<file path="config.mk">
export PLATFORM = sky130hd
export DESIGN_NAME = pwm10_gen
export DESIGN_NICKNAME = d
export VERILOG_FILES = /design/src/rtl/pwm10_pkg.sv /design/src/rtl/pwm10_prescale.sv /design/src/rtl/pwm10_timer.sv /design/src/rtl/pwm10_duty.sv /design/src/rtl/pwm10_gen.sv
export SDC_FILE = /design/constraint.sdc
export NUM_CORES = 1
export LEC_CHECK = 0
export BUFFER_PORTS_ARGS = -buffer_cell sky130_fd_sc_hd__buf_2
export CORE_UTILIZATION = 35
export CTS_BUF_LIST = sky130_fd_sc_hd__clkbuf_8
export CTS_CLUSTER_DIAMETER = 200
export DETAILED_ROUTE_END_ITERATION = 16
export PLACE_DENSITY = 0.5
export SYNTH_ARGS = -nofsm -noshare
export SYNTH_HDL_FRONTEND = slang
export SYNTH_HIERARCHICAL = 1
export SYNTH_SLANG_ARGS = --single-unit
</file>
<file path="constraint.sdc">
create_clock -name clk_i -period 4.8 [get_ports clk_i]
set_input_delay 0.96 -clock clk_i [delete_from_list [all_inputs] [get_ports clk_i]]
set_output_delay 0.96 -clock clk_i [all_outputs]
set_load 0.02 [all_outputs]
</file>
<file path="src/rtl/pwm10_pkg.sv">
package pwm10_pkg;
  localparam int TMR_W     = 8;
  localparam int FINE_W    = 2;
  localparam int PS_LEVELS = 3;
  localparam int SEL_W     = 2;
  localparam int DUTY_W    = TMR_W + FINE_W;
  typedef logic [DUTY_W-1:0] duty_t;
endpackage

</file>
<file path="src/rtl/pwm10_prescale.sv">
module pwm10_prescale
  import pwm10_pkg::*;
#(
  parameter int FW = FINE_W,
  parameter int LV = PS_LEVELS,
  parameter int SW = SEL_W
) (
  input  logic          clk_i,
  input  logic          rst_ni,
  input  logic          en_i,
  input  logic [SW-1:0] sel_i,
  output logic          tick_o,
  output logic [FW-1:0] fine_o
);
  localparam int CW = FW * LV;

  logic [CW-1:0] cnt_q;
  logic [LV-1:0] tick_l;
  logic [FW-1:0] fine_l [LV];
  logic [SW-1:0] idx;

  // level k: step of 2^(FW*(k+1)) clocks, fine bits are the top FW bits of the step
  for (genvar k = 0; k < LV; k++) begin : g_lvl
    assign tick_l[k] = &cnt_q[FW*(k+1)-1:0];
    assign fine_l[k] = cnt_q[FW*k +: FW];
  end

  always_comb begin
    idx    = (sel_i >= SW'(LV)) ? SW'(LV-1) : sel_i;
    tick_o = tick_l[idx];
    fine_o = fine_l[idx];
  end

  always_ff @(posedge clk_i or negedge rst_ni) begin
    if (!rst_ni)    cnt_q <= '0;
    else if (!en_i) cnt_q <= '0;
    else            cnt_q <= cnt_q + 1'b1;
  end

  AST_TICK_FINE_TOP: assert property (@(posedge clk_i) disable iff (!rst_ni)
    tick_o |-> (&fine_o)) else $error("tick outside last fine step");
endmodule

</file>
<file path="src/rtl/pwm10_timer.sv">
module pwm10_timer
  import pwm10_pkg::*;
#(
  parameter int TW = TMR_W
) (
  input  logic          clk_i,
  input  logic          rst_ni,
  input  logic          en_i,
  input  logic          tick_i,
  input  logic [TW-1:0] per_i,
  output logic [TW-1:0] timer_o,
  output logic          match_o
);
  logic [TW-1:0] timer_q;

  // >= so a period lowered below the running count still wraps
  assign match_o = en_i & tick_i & (timer_q >= per_i);
  assign timer_o = timer_q;

  always_ff @(posedge clk_i or negedge rst_ni) begin
    if (!rst_ni)      timer_q <= '0;
    else if (!en_i)   timer_q <= '0;
    else if (match_o) timer_q <= '0;
    else if (tick_i)  timer_q <= timer_q + 1'b1;
  end

  AST_WRAP_ZERO: assert property (@(posedge clk_i) disable iff (!rst_ni)
    match_o |=> (timer_q == '0)) else $error("timer did not restart");
  AST_MATCH_SINGLE: assert property (@(posedge clk_i) disable iff (!rst_ni)
    match_o |=> !match_o) else $error("match pulse longer than one cycle");
endmodule

</file>
<file path="src/rtl/pwm10_duty.sv">
module pwm10_duty
  import pwm10_pkg::*;
#(
  parameter int TW = TMR_W,
  parameter int FW = FINE_W
) (
  input  logic             clk_i,
  input  logic             rst_ni,
  input  logic             hi_we_i,
  input  logic [TW-1:0]    hi_d_i,
  input  logic             lo_we_i,
  input  logic [FW-1:0]    lo_d_i,
  input  logic             load_i,
  output logic [TW+FW-1:0] shadow_o
);
  logic [TW-1:0]    hi_q;
  logic [FW-1:0]    lo_q;
  logic [TW+FW-1:0] shadow_q;

  always_ff @(posedge clk_i or negedge rst_ni) begin
    if (!rst_ni) begin
      hi_q     <= '0;
      lo_q     <= '0;
      shadow_q <= '0;
    end else begin
      if (hi_we_i) hi_q <= hi_d_i;
      if (lo_we_i) lo_q <= lo_d_i;
      if (load_i)  shadow_q <= {hi_q, lo_q};
    end
  end

  assign shadow_o = shadow_q;

  AST_SHADOW_STABLE: assert property (@(posedge clk_i) disable iff (!rst_ni)
    !load_i |=> $stable(shadow_q)) else $error("shadow changed mid-period");
endmodule

</file>
<file path="src/rtl/pwm10_gen.sv">
module pwm10_gen
  import pwm10_pkg::*;
(
  input  logic              clk_i,
  input  logic              rst_ni,
  input  logic              en_i,
  input  logic [SEL_W-1:0]  ps_sel_i,
  input  logic              per_we_i,
  input  logic [TMR_W-1:0]  per_d_i,
  input  logic              duty_hi_we_i,
  input  logic [TMR_W-1:0]  duty_hi_d_i,
  input  logic              duty_lo_we_i,
  input  logic [FINE_W-1:0] duty_lo_d_i,
  output logic              pwm_o,
  output logic              period_match_o,
  output logic [DUTY_W-1:0] shadow_duty_o
);
  logic [TMR_W-1:0]  per_q;
  logic [TMR_W-1:0]  timer;
  logic [FINE_W-1:0] fine;
  logic              tick;
  logic              match;
  duty_t             shadow;
  duty_t             pos;
  logic              hold_q;

  always_ff @(posedge clk_i or negedge rst_ni) begin
    if (!rst_ni)       per_q <= '0;
    else if (per_we_i) per_q <= per_d_i;
  end

  pwm10_prescale #(.FW(FINE_W), .LV(PS_LEVELS), .SW(SEL_W)) u_presc (
    .clk_i  (clk_i),
    .rst_ni (rst_ni),
    .en_i   (en_i),
    .sel_i  (ps_sel_i),
    .tick_o (tick),
    .fine_o (fine)
  );

  pwm10_timer #(.TW(TMR_W)) u_timer (
    .clk_i   (clk_i),
    .rst_ni  (rst_ni),
    .en_i    (en_i),
    .tick_i  (tick),
    .per_i   (per_q),
    .timer_o (timer),
    .match_o (match)
  );

  pwm10_duty #(.TW(TMR_W), .FW(FINE_W)) u_duty (
    .clk_i    (clk_i),
    .rst_ni   (rst_ni),
    .hi_we_i  (duty_hi_we_i),
    .hi_d_i   (duty_hi_d_i),
    .lo_we_i  (duty_lo_we_i),
    .lo_d_i   (duty_lo_d_i),
    .load_i   (match | ~en_i),
    .shadow_o (shadow)
  );

  assign pos = {timer, fine};

  // hold_q: set at period start, cleared once the compare point has passed
  always_ff @(posedge clk_i or negedge rst_ni) begin
    if (!rst_ni)              hold_q <= 1'b0;
    else if (!en_i || match)  hold_q <= 1'b1;
    else if (pos == shadow)   hold_q <= 1'b0;
  end

  assign pwm_o          = en_i & hold_q & (pos != shadow);
  assign period_match_o = match;
  assign shadow_duty_o  = shadow;

  AST_ZERO_DUTY_LOW: assert property (@(posedge clk_i) disable iff (!rst_ni)
    (shadow == '0) |-> !pwm_o) else $error("output high with zero duty");
  AST_START_HIGH: assert property (@(posedge clk_i) disable iff (!rst_ni)
    (en_i && match && (timer != '0)) |=> (en_i && shadow != '0) == pwm_o || !en_i)
    else $error("period did not start high");
endmodule

</file>
==> impl_metrics.py <==
metrics = {
    "timing": {
        "timing.fmax_mhz": 314,
        "period_needed_ns": 3.19,
        "worst_slew_pin_slew_ns": 0.942,
        "relSlewSlack_pct": 37.2,
        "fin_crit_sh_pct": 66.4,
        "tns_ns": 0,
        "hold_viol": 0,
        "setup_viol": 0,
        "rsz0062_at_grt": "no",
        "slew_violations": 0,
        "fin_worst_skew_ns": 0.00459,
    },
    "drt": {
        "totalWireLength_mm": 4.25,
        "vias": 1500,
        "wl_per_cell_um": 13.8,
        "first_pass_iters": 4,
        "dr.first_iter.drc_count": 68,
        "drc": 0,
        "vias_per_cell": 4.89,
        "antenna_left": 0,
    },
    "cells_and_area": {
        "final_util_pct": 43.0,
        "nNetsFinal": 267,
        "drive_gt1_share_pct": 33.6,
        "final_area_um2": 2620,
        "fillCellCount": 604,
        "syn_to_final_growth_pct": 15.7,
        "antenna_cells": 0,
    },
    "power": {
        "leakage_nw": 1.24,
        "combPwrFrac_pct": 16.6,
        "clock_power_share_pct": 34.4,
        "finalPower_uw": 870,
        "p_seq_share_pct": 49.1,
        "peakVddDrop_uv": 186,
        "p_sw_share_pct": 26.2,
        "powerDensity_nw_per_um2": 332,
        "internal_power_uw": 642,
        "p_sw_uw": 228,
    },
    "synth": {
        "yosysSeqAreaShare_pct": 47.5,
        "synth.net_count": 228,
        "netlist_top_cells_count": "43 x dfrtp_1, 18 x mux2_4, 12 x inv_1",
        "synth_area_leaders": "dfrtp_1 48%, mux2_4 12%, ha_1 5.5%",
        "syn_inst": 192,
        "synth_flop_cell": "dfrtp_1",
        "synthArstFlopShare_pct": 100,
        "yosysTopAreaCellShare_pct": 47.5,
        "ys_ff_latch": 43,
        "yosysTopAreaCell": "dfrtp_1",
        "synth_edf_count": 0,
        "synth_area_um2": 2260,
        "yosys_warnings": 6,
        "synth.most_common_cell": "dfrtp_1",
        "avgSynthCellArea_um2": 11.8,
        "ys_types": 38,
    },
    "setup_path": {
        "path_cells": "ha_1, a41oi_1, a21oi_1, a21oi_2, nor2_1, buf_2",
        "regToRegSetupSlack_ns": 2.01,
        "crit_required_ns": 3.84,
        "critPathArrivalTime_ns": 2.23,
        "cp_max_fo": 13,
        "critical_path.startpoint": "u_timer/timer_o[5]",
        "critPathMaxStageDelay_ns": 0.49,
        "startpoint_type": "flip-flop",
        "worstReg2RegEnd": "u_duty/shadow_o[1]",
        "endpoint": "period_match_o",
        "reg2reg_depth": 7,
        "endpoint_kind": "output pin",
        "critPathKind": "reg -> out",
        "timing.rr.start": "u_timer/timer_o[5]",
        "slowest_stage": "a21oi_2",
    },
    "clock_network": {
        "ctsHtreeMaxLevel": 2,
        "numClockSinks": 43,
        "hold_buffers": 0,
        "cts_tree": "done",
        "cts_inserted_buffers": 5,
        "clkTransAtPathRegs_ns": 0.08,
        "clkLatencyLatePin_ns": 0.29,
        "cts_setup_buffers": 0,
        "cts_root_buf": "clkbuf_8",
        "clock_path_buffers": 2,
        "cts_resized": 0,
    },
    "floorplan": {
        "fp-row-count": 28,
        "dieWidth_um": 82.4,
        "start_util_pct": 37.2,
        "die_h_um": 82.4,
        "ioPinCount": 38,
        "die_area_um2": 6800,
        "core_area_um2": 6100,
    },
    "place": {
        "hpwl_mm": 3.07,
        "placed_area_um2": 2500,
        "io_buffers": 37,
        "globalplace.congestion": 0.692,
    },
    "run_status": {
        "status": "finished clean",
    },
    "grt": {
        "grt_pass1_vias": 1443,
        "grt_use_total_pct": 14.4,
        "grt_overflow": 0,
        "grt_pass1_wl_mm": 7.16,
        "antenna_found_initial": 0,
        "grt_start_max_net_pins": 44,
    },
    "worst_hold_path": {
        "hold_class": "reg -> reg",
    },
    "flow_run": {
        "drv_cap": 0,
    },
}
how the worst min path moves through the flow:
stage	start	to	slack, ns	depth (start not counted)
detailed placement	hold_q	hold_q	0.49	2
finish	hold_q	hold_q	0.50	2
CTS	hold_q	hold_q	0.51	2
floorplan	u_presc/cnt_q[0]	u_presc/cnt_q[0]	0.47	1
global placement	u_duty/lo_q[1]	u_duty/shadow_o[1]	0.49	1
global route	hold_q	hold_q	0.52	2
state kept, by name, indices dropped and copies added, names as in the netlist:
signal and cells:
u_timer/timer_o 8, u_duty/lo_q 2, hold_q 1, u_duty/shadow_o 10, u_presc/cnt_q 6, u_duty/hi_q 8
per_q 8
layer usage:
layer / routed length, um / track usage (%)
met5: 0 / 0
met4: 23 / 4.74
met3: 174 / 3.96
met1: 2100 / 19.7
met2: 1950 / 21.9
kinds of logic (layout without fill, tap and decap cells):
| logic type | count (synthesis) | after routing | synth area share [%] |
|---|---|---|---|
| buffers and inverters | 17 | 57 | 3.92 |
| and+or+nand+nor | 55 | 55 | 13.1 |
| DFF | 43 | 43 | 47.5 |
| adders and majority gates | 10 | 10 | 5.52 |
| xor gates and xnor gates | 13 | 13 | 5.03 |
| muxes | 30 | 30 | 17.8 |
| AOI/OAI and AO/OA | 24 | 24 | 7.13 |
final cells by class:
class                           instances  area, um^2  area share (%)
Multi-Input combinational cell        132        1100            42.0
Clock inverter                          2        38.8            1.48
Timing Repair Buffer                   37         185            7.06
Sequential cell                        43        1080            41.1
Inverter                               12        45.0            1.72
Clock buffer                            6        82.6            3.15
Tap cell                               75        93.8            3.58
critical path: cells and delay by family, from the launching register on:
kind | cells | cell delay (ns)
compound gates | 3 | 0.80
fa+ha+maj | 1 | 0.33
buf+inv | 1 | 0.19
flops | 1 | 0.47
simple gates | 1 | 0.14
cell usage in the layout, fill, tap and decap left out, types with 2 or more instances in the layout:
| cell | instances |
|---|---|
| nand2_1 | 10 |
| xor2_1 | 3 |
| buf_2 | 37 |
| nor2b_1 | 3 |
| mux2i_1 | 2 |
| nor2_1 | 10 |
| xnor2_1 | 10 |
| a21oi_1 | 4 |
| dfrtp_1 | 43 |
| and3_1 | 2 |
| inv_1 | 12 |
| ha_1 | 10 |
| o21ai_0 | 7 |
| nand3_1 | 9 |
| mux2_2 | 10 |
| nand2b_1 | 5 |
| nand4_1 | 3 |
| and2_1 | 5 |
| clkbuf_8 | 6 |
| a31oi_1 | 4 |
| mux2_4 | 18 |
metrics by stage:
stage	setup WS [ns]	hold slack (ns)	cells
after floorplan	1.96	0.466	192
after global placement	1.70	0.487	299
after detailed placement	1.67	0.485	299
after CTS	1.62	0.507	307
after global routing	1.43	0.517	307
final	1.61	0.502	307
power groups by stage:
stage          logic, mW  clock network (mW)  registers (mW)
3_5_place_dp       0.147                   0           0.435
3_3_place_gp       0.144                   0           0.435
5_1_grt            0.159               0.330           0.433
4_1_cts            0.147               0.311           0.428
6_report           0.144               0.299           0.427
2_1_floorplan     0.0883                   0           0.441
Note: power is estimated with default switching activity, not from simulation.
